[src/rtl/csel_pkg.sv]
package csel_pkg;
  // generate/propagate of one bit pair: {g, p}
  function automatic logic [1:0] gen_prop(input logic a, input logic b);
    return {a & b, a ^ b};
  endfunction

  function automatic logic carry_next(input logic g, input logic p, input logic c);
    return g | (p & c);
  endfunction

  // signed overflow from the carries around the top bit
  function automatic logic signed_ovf(input logic c_into_top, input logic c_out_top);
    return c_into_top ^ c_out_top;
  endfunction
endpackage

[src/rtl/csel_bit_cell.sv]
module csel_bit_cell
  import csel_pkg::*;
(
  input  logic a,
  input  logic b_eff,
  input  logic c0_in,
  input  logic c1_in,
  output logic s0,
  output logic s1,
  output logic c0_out,
  output logic c1_out
);
  logic [1:0] gp;

  always_comb begin
    gp     = gen_prop(a, b_eff);
    s0     = gp[0] ^ c0_in;
    s1     = gp[0] ^ c1_in;
    c0_out = carry_next(gp[1], gp[0], c0_in);
    c1_out = carry_next(gp[1], gp[0], c1_in);
  end

  // chain ordering is preserved: if the zero-assumed chain carries, so does the one-assumed chain
  always_comb begin
    if (!(c0_in && !c1_in))
      assert_chain_order_R4: assert (!(c0_out && !c1_out));
  end
endmodule

[src/rtl/csel_dual_chain.sv]
module csel_dual_chain #(
  parameter int W = 10
) (
  input  logic [W-1:0] a,
  input  logic [W-1:0] b_eff,
  output logic [W-1:0] sum0,
  output logic [W-1:0] sum1,
  output logic [W:0]   chain0,
  output logic [W:0]   chain1
);
  assign chain0[0] = 1'b0;
  assign chain1[0] = 1'b1;

  for (genvar i = 0; i < W; i++) begin : g_cell
    csel_bit_cell u_cell (
      .a      (a[i]),
      .b_eff  (b_eff[i]),
      .c0_in  (chain0[i]),
      .c1_in  (chain1[i]),
      .s0     (sum0[i]),
      .s1     (sum1[i]),
      .c0_out (chain0[i+1]),
      .c1_out (chain1[i+1])
    );
  end
endmodule

[src/rtl/csel_late_select.sv]
module csel_late_select #(
  parameter int W = 10
) (
  input  logic [W-1:0] sum0,
  input  logic [W-1:0] sum1,
  input  logic [W:0]   chain0,
  input  logic [W:0]   chain1,
  input  logic         cin_eff,
  output logic [W-1:0] sum_sel,
  output logic         carry_out,
  output logic         carry_top_in
);
  always_comb begin
    sum_sel      = cin_eff ? sum1 : sum0;
    carry_out    = cin_eff ? chain1[W] : chain0[W];
    carry_top_in = cin_eff ? chain1[W-1] : chain0[W-1];
  end
endmodule

[src/rtl/csel_result_reg.sv]
module csel_result_reg #(
  parameter int W = 10
) (
  input  logic         clk,
  input  logic         rst_n,
  input  logic         clr,
  input  logic         load,
  input  logic [W-1:0] d,
  output logic [W-1:0] q
);
  always_ff @(posedge clk or negedge rst_n) begin
    if (!rst_n)     q <= '0;
    else if (clr)   q <= '0;
    else if (load)  q <= d;
  end

  assert_clear_wins_R6: assert property (@(posedge clk) disable iff (!rst_n)
    clr |=> (q == '0));

  assert_capture_R2: assert property (@(posedge clk) disable iff (!rst_n)
    (load && !clr) |=> (q == $past(d)));

  assert_hold_R7: assert property (@(posedge clk) disable iff (!rst_n)
    (!load && !clr) |=> $stable(q));
endmodule

[src/rtl/csel_addsub_slice.sv]
module csel_addsub_slice
  import csel_pkg::*;
#(
  parameter int W = 10
) (
  input  logic         clk,
  input  logic         rst_n,
  input  logic [W-1:0] op_a,
  input  logic [W-1:0] op_b,
  input  logic         add_sub_n,
  input  logic         carry_in,
  input  logic         clr,
  input  logic         load,
  output logic [W-1:0] sum_q,
  output logic         carry_out,
  output logic         overflow
);
  localparam int MSB = W - 1;

  logic [W-1:0] b_eff;
  logic [W-1:0] sum0, sum1, sum_sel;
  logic [W:0]   chain0, chain1;
  logic         cin_eff;
  logic         carry_top_in;

  assign b_eff   = op_b ^ {W{add_sub_n}};
  assign cin_eff = add_sub_n | carry_in;

  csel_dual_chain #(.W(W)) u_chain (
    .a      (op_a),
    .b_eff  (b_eff),
    .sum0   (sum0),
    .sum1   (sum1),
    .chain0 (chain0),
    .chain1 (chain1)
  );

  csel_late_select #(.W(W)) u_sel (
    .sum0         (sum0),
    .sum1         (sum1),
    .chain0       (chain0),
    .chain1       (chain1),
    .cin_eff      (cin_eff),
    .sum_sel      (sum_sel),
    .carry_out    (carry_out),
    .carry_top_in (carry_top_in)
  );

  assign overflow = signed_ovf(carry_top_in, carry_out);

  csel_result_reg #(.W(W)) u_reg (
    .clk   (clk),
    .rst_n (rst_n),
    .clr   (clr),
    .load  (load),
    .d     (sum_sel),
    .q     (sum_q)
  );

  // overflow judged by operand and result signs
  assert_ovf_add_R5: assert property (@(posedge clk) disable iff (!rst_n)
    !add_sub_n |-> (overflow == ((op_a[MSB] == op_b[MSB]) && (sum_sel[MSB] != op_a[MSB]))));

  assert_ovf_sub_R5: assert property (@(posedge clk) disable iff (!rst_n)
    add_sub_n |-> (overflow == ((op_a[MSB] != op_b[MSB]) && (sum_sel[MSB] != op_a[MSB]))));

  // in subtract mode the carry out means "no borrow"
  assert_no_borrow_R4: assert property (@(posedge clk) disable iff (!rst_n)
    add_sub_n |-> (carry_out == (op_a >= op_b)));

  // subtraction result is independent of the slice carry input
  assert_sub_value_R3: assert property (@(posedge clk) disable iff (!rst_n)
    add_sub_n |-> (sum_sel == W'(op_a - op_b)));
endmodule

[config.mk]
export PLATFORM = sky130hd
export DESIGN_NAME = csel_addsub_slice
export DESIGN_NICKNAME = d
export VERILOG_FILES = /design/src/rtl/csel_pkg.sv /design/src/rtl/csel_bit_cell.sv /design/src/rtl/csel_dual_chain.sv /design/src/rtl/csel_late_select.sv /design/src/rtl/csel_result_reg.sv /design/src/rtl/csel_addsub_slice.sv
export SDC_FILE = /design/constraint.sdc
export NUM_CORES = 1
export LEC_CHECK = 0
export BUFFER_PORTS_ARGS = -buffer_cell sky130_fd_sc_hd__buf_2
export CAP_MARGIN = 20
export CELL_PAD_IN_SITES_DETAIL_PLACEMENT = 1
export CELL_PAD_IN_SITES_GLOBAL_PLACEMENT = 1
export CORE_MARGIN = 4
export CORE_UTILIZATION = 35
export CTS_CLUSTER_SIZE = 25
export DETAILED_ROUTE_END_ITERATION = 7
export GPL_TIMING_DRIVEN = 1
export HOLD_SLACK_MARGIN = 0.03
export PLACE_DENSITY = 0.9
export SYNTH_ARGS = -nofsm -noshare
export SYNTH_HDL_FRONTEND = slang
export SYNTH_SLANG_ARGS = --single-unit
[constraint.sdc]
create_clock -name clk -period 14.4 [get_ports clk]
set_input_delay 2.16 -clock clk [delete_from_list [all_inputs] [get_ports clk]]
set_output_delay 2.16 -clock clk [all_outputs]
set_load 0.02 [all_outputs]
Word-level counts from Yosys, hierarchy flattened

Cells that the tools add are included.

Word-level logic and storage cells: 86
Flip-flop bits (word level): 10
Bits of input ports: 26

Bitwise logic cells: 79
Muxes and demuxes: 5
Reductions and logical operators: 1

Operator list:

| operator           | number |
|---|---|
| 10-bit two-way mux | 3 |
| 1-bit bitwise XOR  | 29 |
| 1-bit AND          | 28 |
| 1-bit bitwise OR   | 20 |
| 10-bit bitwise XOR | 1 |
| 1-bit two-way mux  | 2 |
| 2-bit nonzero test | 1 |
| 1-bit NOT          | 1 |

Logic depth before layout (Yosys ltp)

Depth in word-level cells: 23
Depth in mapped cells: 17
Gate-level depth less buffers: 17

Modules after synthesis

Synthesis repeated with hierarchy kept, for this count alone.

Cells, all modules: 82
Area, all modules: 1,123.6 sq um

Modules (own cells, without submodules):

| module            | area an instance (sq um) | seq. area each (sq um) | times used | cells an instance |
|---|---|---|---|---|
| csel_result_reg   | 402.9                    | 250.2                  | 1          | 32 |
| csel_bit_cell     | 40.0                     | 0.0                    | 10         | 2 |
| csel_late_select  | 183.9                    | 0.0                    | 1          | 13 |
| csel_addsub_slice | 113.9                    | 0.0                    | 1          | 13 |
| csel_dual_chain   | 22.5                     | 0.0                    | 1          | 4 |

Least setup slack after synthesis

OpenSTA, ideal clock, no wires.

Path type: input to output
From: in add_sub_n
To: out overflow
Data required time: 12.240 ns
Arrival time: 6.150 ns
Slack: 6.090 ns
Stages on the path: 15
Cell sequence: xor2_1 ha_1 nand2_1 o21ai_1 fa_1 fa_1 fa_1 fa_1 fa_1 fa_1 fa_1 fa_1 inv_1 fa_1 xnor2_1

Longest elaborated chain between the ends: 23
Elaborated cells on any way between the ends: 62
Those cells by class: mux: 2; bitwise: 60

RTL lines:

| element                                               | line                    | RTL |
|---|---|---|
| start: declaration                                    | csel_addsub_slice.sv:10 | `input logic add_sub_n,` |
| 10-bit bitwise XOR                                    | csel_addsub_slice.sv:26 | `assign b_eff = op_b ^ {W{add_sub_n}};` |
| 1-bit AND / 1-bit bitwise XOR (equally long branches) | csel_pkg.sv:4           | `return {a & b, a ^ b};` |
| 1-bit bitwise OR                                      | csel_pkg.sv:8           | `return g \| (p & c);` |
| 1-bit AND                                             | csel_pkg.sv:8           |  |
| 1-bit bitwise OR                                      | csel_pkg.sv:8           |  |
| 1-bit AND                                             | csel_pkg.sv:8           |  |
| 1-bit bitwise OR                                      | csel_pkg.sv:8           |  |
| 1-bit AND                                             | csel_pkg.sv:8           |  |
| [... 7 more ...]                                      | n/a                     |  |
| 1-bit AND                                             | csel_pkg.sv:8           |  |
| 1-bit bitwise OR                                      | csel_pkg.sv:8           |  |
| 1-bit AND                                             | csel_pkg.sv:8           |  |
| 1-bit bitwise OR                                      | csel_pkg.sv:8           |  |
| 1-bit AND                                             | csel_pkg.sv:8           |  |
| 1-bit bitwise OR                                      | csel_pkg.sv:8           |  |
| 1-bit two-way mux                                     | csel_late_select.sv:15  | `carry_out = cin_eff ? chain1[W] : chain0[W];` |
| 1-bit bitwise XOR *                                   | csel_pkg.sv:13          | `return c_into_top ^ c_out_top;` |
| end: declaration                                      | csel_addsub_slice.sv:16 | `output logic overflow` |

Mark *: on every way between the ends. The rest lies on a longest branch, timed or not.

Worst setup path after layout

Same ends and word-level chain as after synthesis.

==> results.rst <==
.. list-table::
   :header-rows: 1

   * - Metric
     - Value
   * - TritonCTS clock tree
     - built
   * - Sw Ratio
     - 0.360
   * - Setup-failing EPs final
     - 0
   * - Total design power
     - between 0.08 and 0.09 mW
   * - Number of flip-flops in the largest register
     - 10
   * - Endpoint of the most critical register-to-register path
     - u_reg.q[0]
   * - Ratio of total power to cell area
     - 91.9 nW/µm²
   * - Via density per instance
     - ~4.7
   * - Critical Path, Cell by Cell
     - buf_2, xor2_1, ha_1, nand2_1, o21ai_1, fa_1, fa_1, fa_1, fa_1, fa_1, fa_1, fa_1, fa_1, inv_1, fa_1, xnor2_1, buf_2
   * - Proportion of synthesized flip-flops having asynchronous set or reset
     - 1.00
   * - Total Routed Length
     - approximately 1.7 mm
   * - Largest voltage drop on the vdd net
     - 40.3 µV
   * - Number of stages on the worst hold path
     - 2
   * - Worst path arrival time
     - approximately 6.7 ns
   * - Total internal power
     - 0.0576 mW
   * - CTS buffer count
     - 3
   * - Sequential share of power
     - 0.375
   * - Net Count, Synth
     - between 100 and 150
   * - Yosys Warn Count
     - 0
   * - Dominant register cell in the synthesized netlist
     - sky130_fd_sc_hd__dfrtp_1
   * - CTS clock-pin slew for the worst setup and hold paths
     - roughly 0.06 ns
   * - Cell chosen for the clock root
     - sky130_fd_sc_hd__clkbuf_4
   * - Overall Global Routing Usage
     - 0.128
   * - Leakage power
     - about 0.54 nW
   * - Layout net count
     - 143
   * - Largest registers in the final layout
     - u_reg.q x10
   * - Total grt overflow
     - 0
   * - Clk_skew
     - 0 ns
   * - Critical path's slowest cell
     - sky130_fd_sc_hd__fa_1
   * - Vert. Die Dim
     - about 55 µm
   * - Post-synth design cell area
     - roughly 760 µm²
   * - Run status
     - finished, final reports clean
   * - Hold Vio Cnt, Final
     - 0
   * - Combinational group share of total power
     - 0.424
   * - Global-route wire length before repair
     - 2.72 mm
   * - Most repeated cell in the gate-level netlist after synthesis
     - sky130_fd_sc_hd__nor2_1
   * - Register bit count reported by yosys
     - 10
   * - Standard-cell rows
     - 16
   * - Average routed wire per standard cell
     - roughly 13 µm
   * - Cells taking the most area after synthesis
     - sky130_fd_sc_hd__dfrtp_1 33%, sky130_fd_sc_hd__fa_1 24%, sky130_fd_sc_hd__mux2i_1 12%
   * - Hold worst-path end
     - u_reg.q[1]
   * - Top cell types by occurrence after synthesis
     - 11 x sky130_fd_sc_hd__nor2_1, 10 x sky130_fd_sc_hd__dfrtp_1, 9 x sky130_fd_sc_hd__fa_1, 9 x sky130_fd_sc_hd__mux2i_1, 9 x sky130_fd_sc_hd__xor2_1
   * - DRT iter0 DRCs
     - 4
   * - Clock latency on the worst-skew pair
     - 0.25 ns
   * - Worst slew slack as a fraction of its limit
     - 0.779
   * - Area growth from synthesis to layout
     - 29.4%
   * - Die footprint
     - approximately 3000 µm²
   * - Kind of start point of the critical path
     - primary input
   * - Drt drc
     - 0
   * - Routability congestion estimate from global placement
     - between 0.6 and 0.7
   * - Share of final-layout standard cells stronger than drive strength 1
     - 0.385
   * - Register with the most flip-flops
     - u_reg.q
   * - Fin crit period
     - a little under 9 ns
   * - Die Wd
     - between 50 and 60 µm
   * - Most common cell type on the critical path
     - sky130_fd_sc_hd__fa_1
   * - Total count of max-transition violations in the final report
     - 0
   * - Fmax achieved
     - between 0.1 and 0.15 GHz
   * - Sink count of the clock tree
     - 10
   * - Clock Power Share
     - 0.201
   * - Core box area
     - approximately 2000 µm²
   * - Total number of vias
     - around 620
   * - Pin slew with the least headroom to its limit
     - between 0.3 and 0.4 ns
   * - Startpoint of the tightest hold check path
     - u_reg.q[1]
   * - Hold buffer count at cts
     - 0
   * - Leading area contributor after synthesis
     - sky130_fd_sc_hd__dfrtp_1
   * - CP peak stage delay
     - ~0.42 ns
   * - Switching power
     - around 0.032 mW
   * - Critical Setup Path Class
     - in -> out
   * - Max cap viols
     - 0
   * - Pin count of the biggest net entering global routing
     - 14
   * - Detailed-routing iteration count for the pre-antenna-repair pass
     - 4
   * - Final antenna diode count
     - 0
   * - Initial antenna violation count
     - 0
   * - Number of top-level design ports
     - 38
   * - Number of cells upsized or downsized after cts
     - 0
   * - Highest fanout seen on the critical path
     - 13
   * - Final clock period utilization by the worst path
     - 0.612
   * - FILL cells
     - between 200 and 250
   * - Number of levels in the clock H-tree
     - 1
   * - Share of synthesized area occupied by flip-flops and latches
     - 0.331
   * - Post-Synthesis Cells
     - 67
   * - Tightest Hold Check Type
     - reg -> reg
   * - Maximum buffer depth of the clock tree
     - 2
   * - Via count of the first global-routing pass
     - around 660
   * - Setup tns final
     - 0 ns
   * - Length in cells of the worst reg-to-reg path
     - 3
   * - Worst Path Required
     - 12.24 ns
   * - Critical path endpoint category
     - output port
   * - Initial standard-cell utilization of the core
     - 0.378
   * - Routed Antenna Nets
     - 0
   * - Avg Inst Size Synth
     - 11.3 µm²
   * - Launching point of the worst reg2reg path
     - u_reg.q[0]
   * - Detailed Place HPWL
     - 1.50 mm
   * - RSZ-0062 raised after global routing
     - false
   * - Number of port buffers
     - 37
   * - Area share of the largest cell type after synthesis
     - 0.331
   * - Register-to-register setup slack
     - 13.58 ns
   * - Number of enable flip-flop cells after synthesis
     - 0
   * - Post-CTS Repair Setup Buffers
     - 0
   * - Netlist cell types
     - 16
## final cells by class
cell class                 count  area, µm²  area share
sequential                    10        250       0.255
clock buffer                   3       22.5      0.0230
timing repair buffer          37        185       0.189
tap                           27       33.8      0.0345
multi-input combinational     48        465       0.475
inverter                       6       22.5      0.0230
## power groups by stage
| stage | Sequential, mW | Clock, mW | Combinational [mW] |
|---|---|---|---|
| 2_1_floorplan | 0.0388 | 0 | 0.0205 |
| 3_3_place_gp | 0.0342 | 0 | 0.0372 |
| 3_5_place_dp | 0.0342 | 0 | 0.0393 |
| 4_1_cts | 0.0338 | 0.0188 | 0.0393 |
| 5_1_grt | 0.0342 | 0.0208 | 0.0433 |
| 6_report | 0.0338 | 0.0181 | 0.0381 |
## worst max-delay path, delay by kind of cell
family | cells | cell delay, ns
buffers and inverters | 3 | 0.56
adders and majority gates | 10 | 3.54
xor gates and xnor gates | 2 | 0.27
AOI/OAI and AO/OA | 1 | 0.07
and+or+nand+nor | 1 | 0.05
## worst max-delay path by stage
stage	from	to	slack, ns	cells after the start
final	add_sub_n	overflow	5.58	17
after global routing	add_sub_n	overflow	5.31	17
after floorplan	add_sub_n	overflow	6.09	15
after CTS	add_sub_n	overflow	5.53	17
after global placement	add_sub_n	overflow	5.65	17
after detailed placement	add_sub_n	overflow	5.53	17
## metal layers
metal	GRT usage	part of all wire	vias to the layer above
li1	-	-	283
met1	0.129	0.37	311
met2	0.259	0.53	28
met3	0.0409	0.098	0
met4	0.0124	0	0
met5	0	0	-
## cell families (layout without fill, tap and decap cells)
group,count (synthesis),count (layout),synth area share
DFF,10,10,0.331
and+or+nand+nor,14,14,0.0760
muxes,9,9,0.119
buffers and inverters,9,46,0.0545
xor gates and xnor gates,11,11,0.127
adders and majority gates,11,11,0.271
AOI/OAI and AO/OA,3,3,0.0215
## per-stage QoR
stage | cells | setup slack [ns] | instance area [µm²] | util | hold slack [ns]
after floorplan | 67 | 6.09 | 757 | - | 0.630
after detailed placement | 128 | 5.53 | 957 | 0.478 | 0.512
after CTS | 131 | 5.53 | 980 | 0.489 | 0.528
after global placement | 128 | 5.65 | 957 | 0.478 | 0.498
after global routing | 131 | 5.31 | 980 | 0.489 | 0.552
final | 131 | 5.58 | 980 | 0.489 | 0.524
## cells in the final DEF, fill, tap and decap left out, types with 2 or more instances in the layout
cell type                  synthesis  layout
sky130_fd_sc_hd__buf_2             0      37
sky130_fd_sc_hd__nor2_1           11      11
sky130_fd_sc_hd__dfrtp_1          10      10
sky130_fd_sc_hd__xor2_1            9       9
sky130_fd_sc_hd__mux2i_1           9       9
sky130_fd_sc_hd__fa_1              9       9
sky130_fd_sc_hd__inv_1             6       6
sky130_fd_sc_hd__clkbuf_4          0       3
sky130_fd_sc_hd__xnor2_1           2       2
sky130_fd_sc_hd__ha_1              2       2
(Power assumes the default switching activity.)
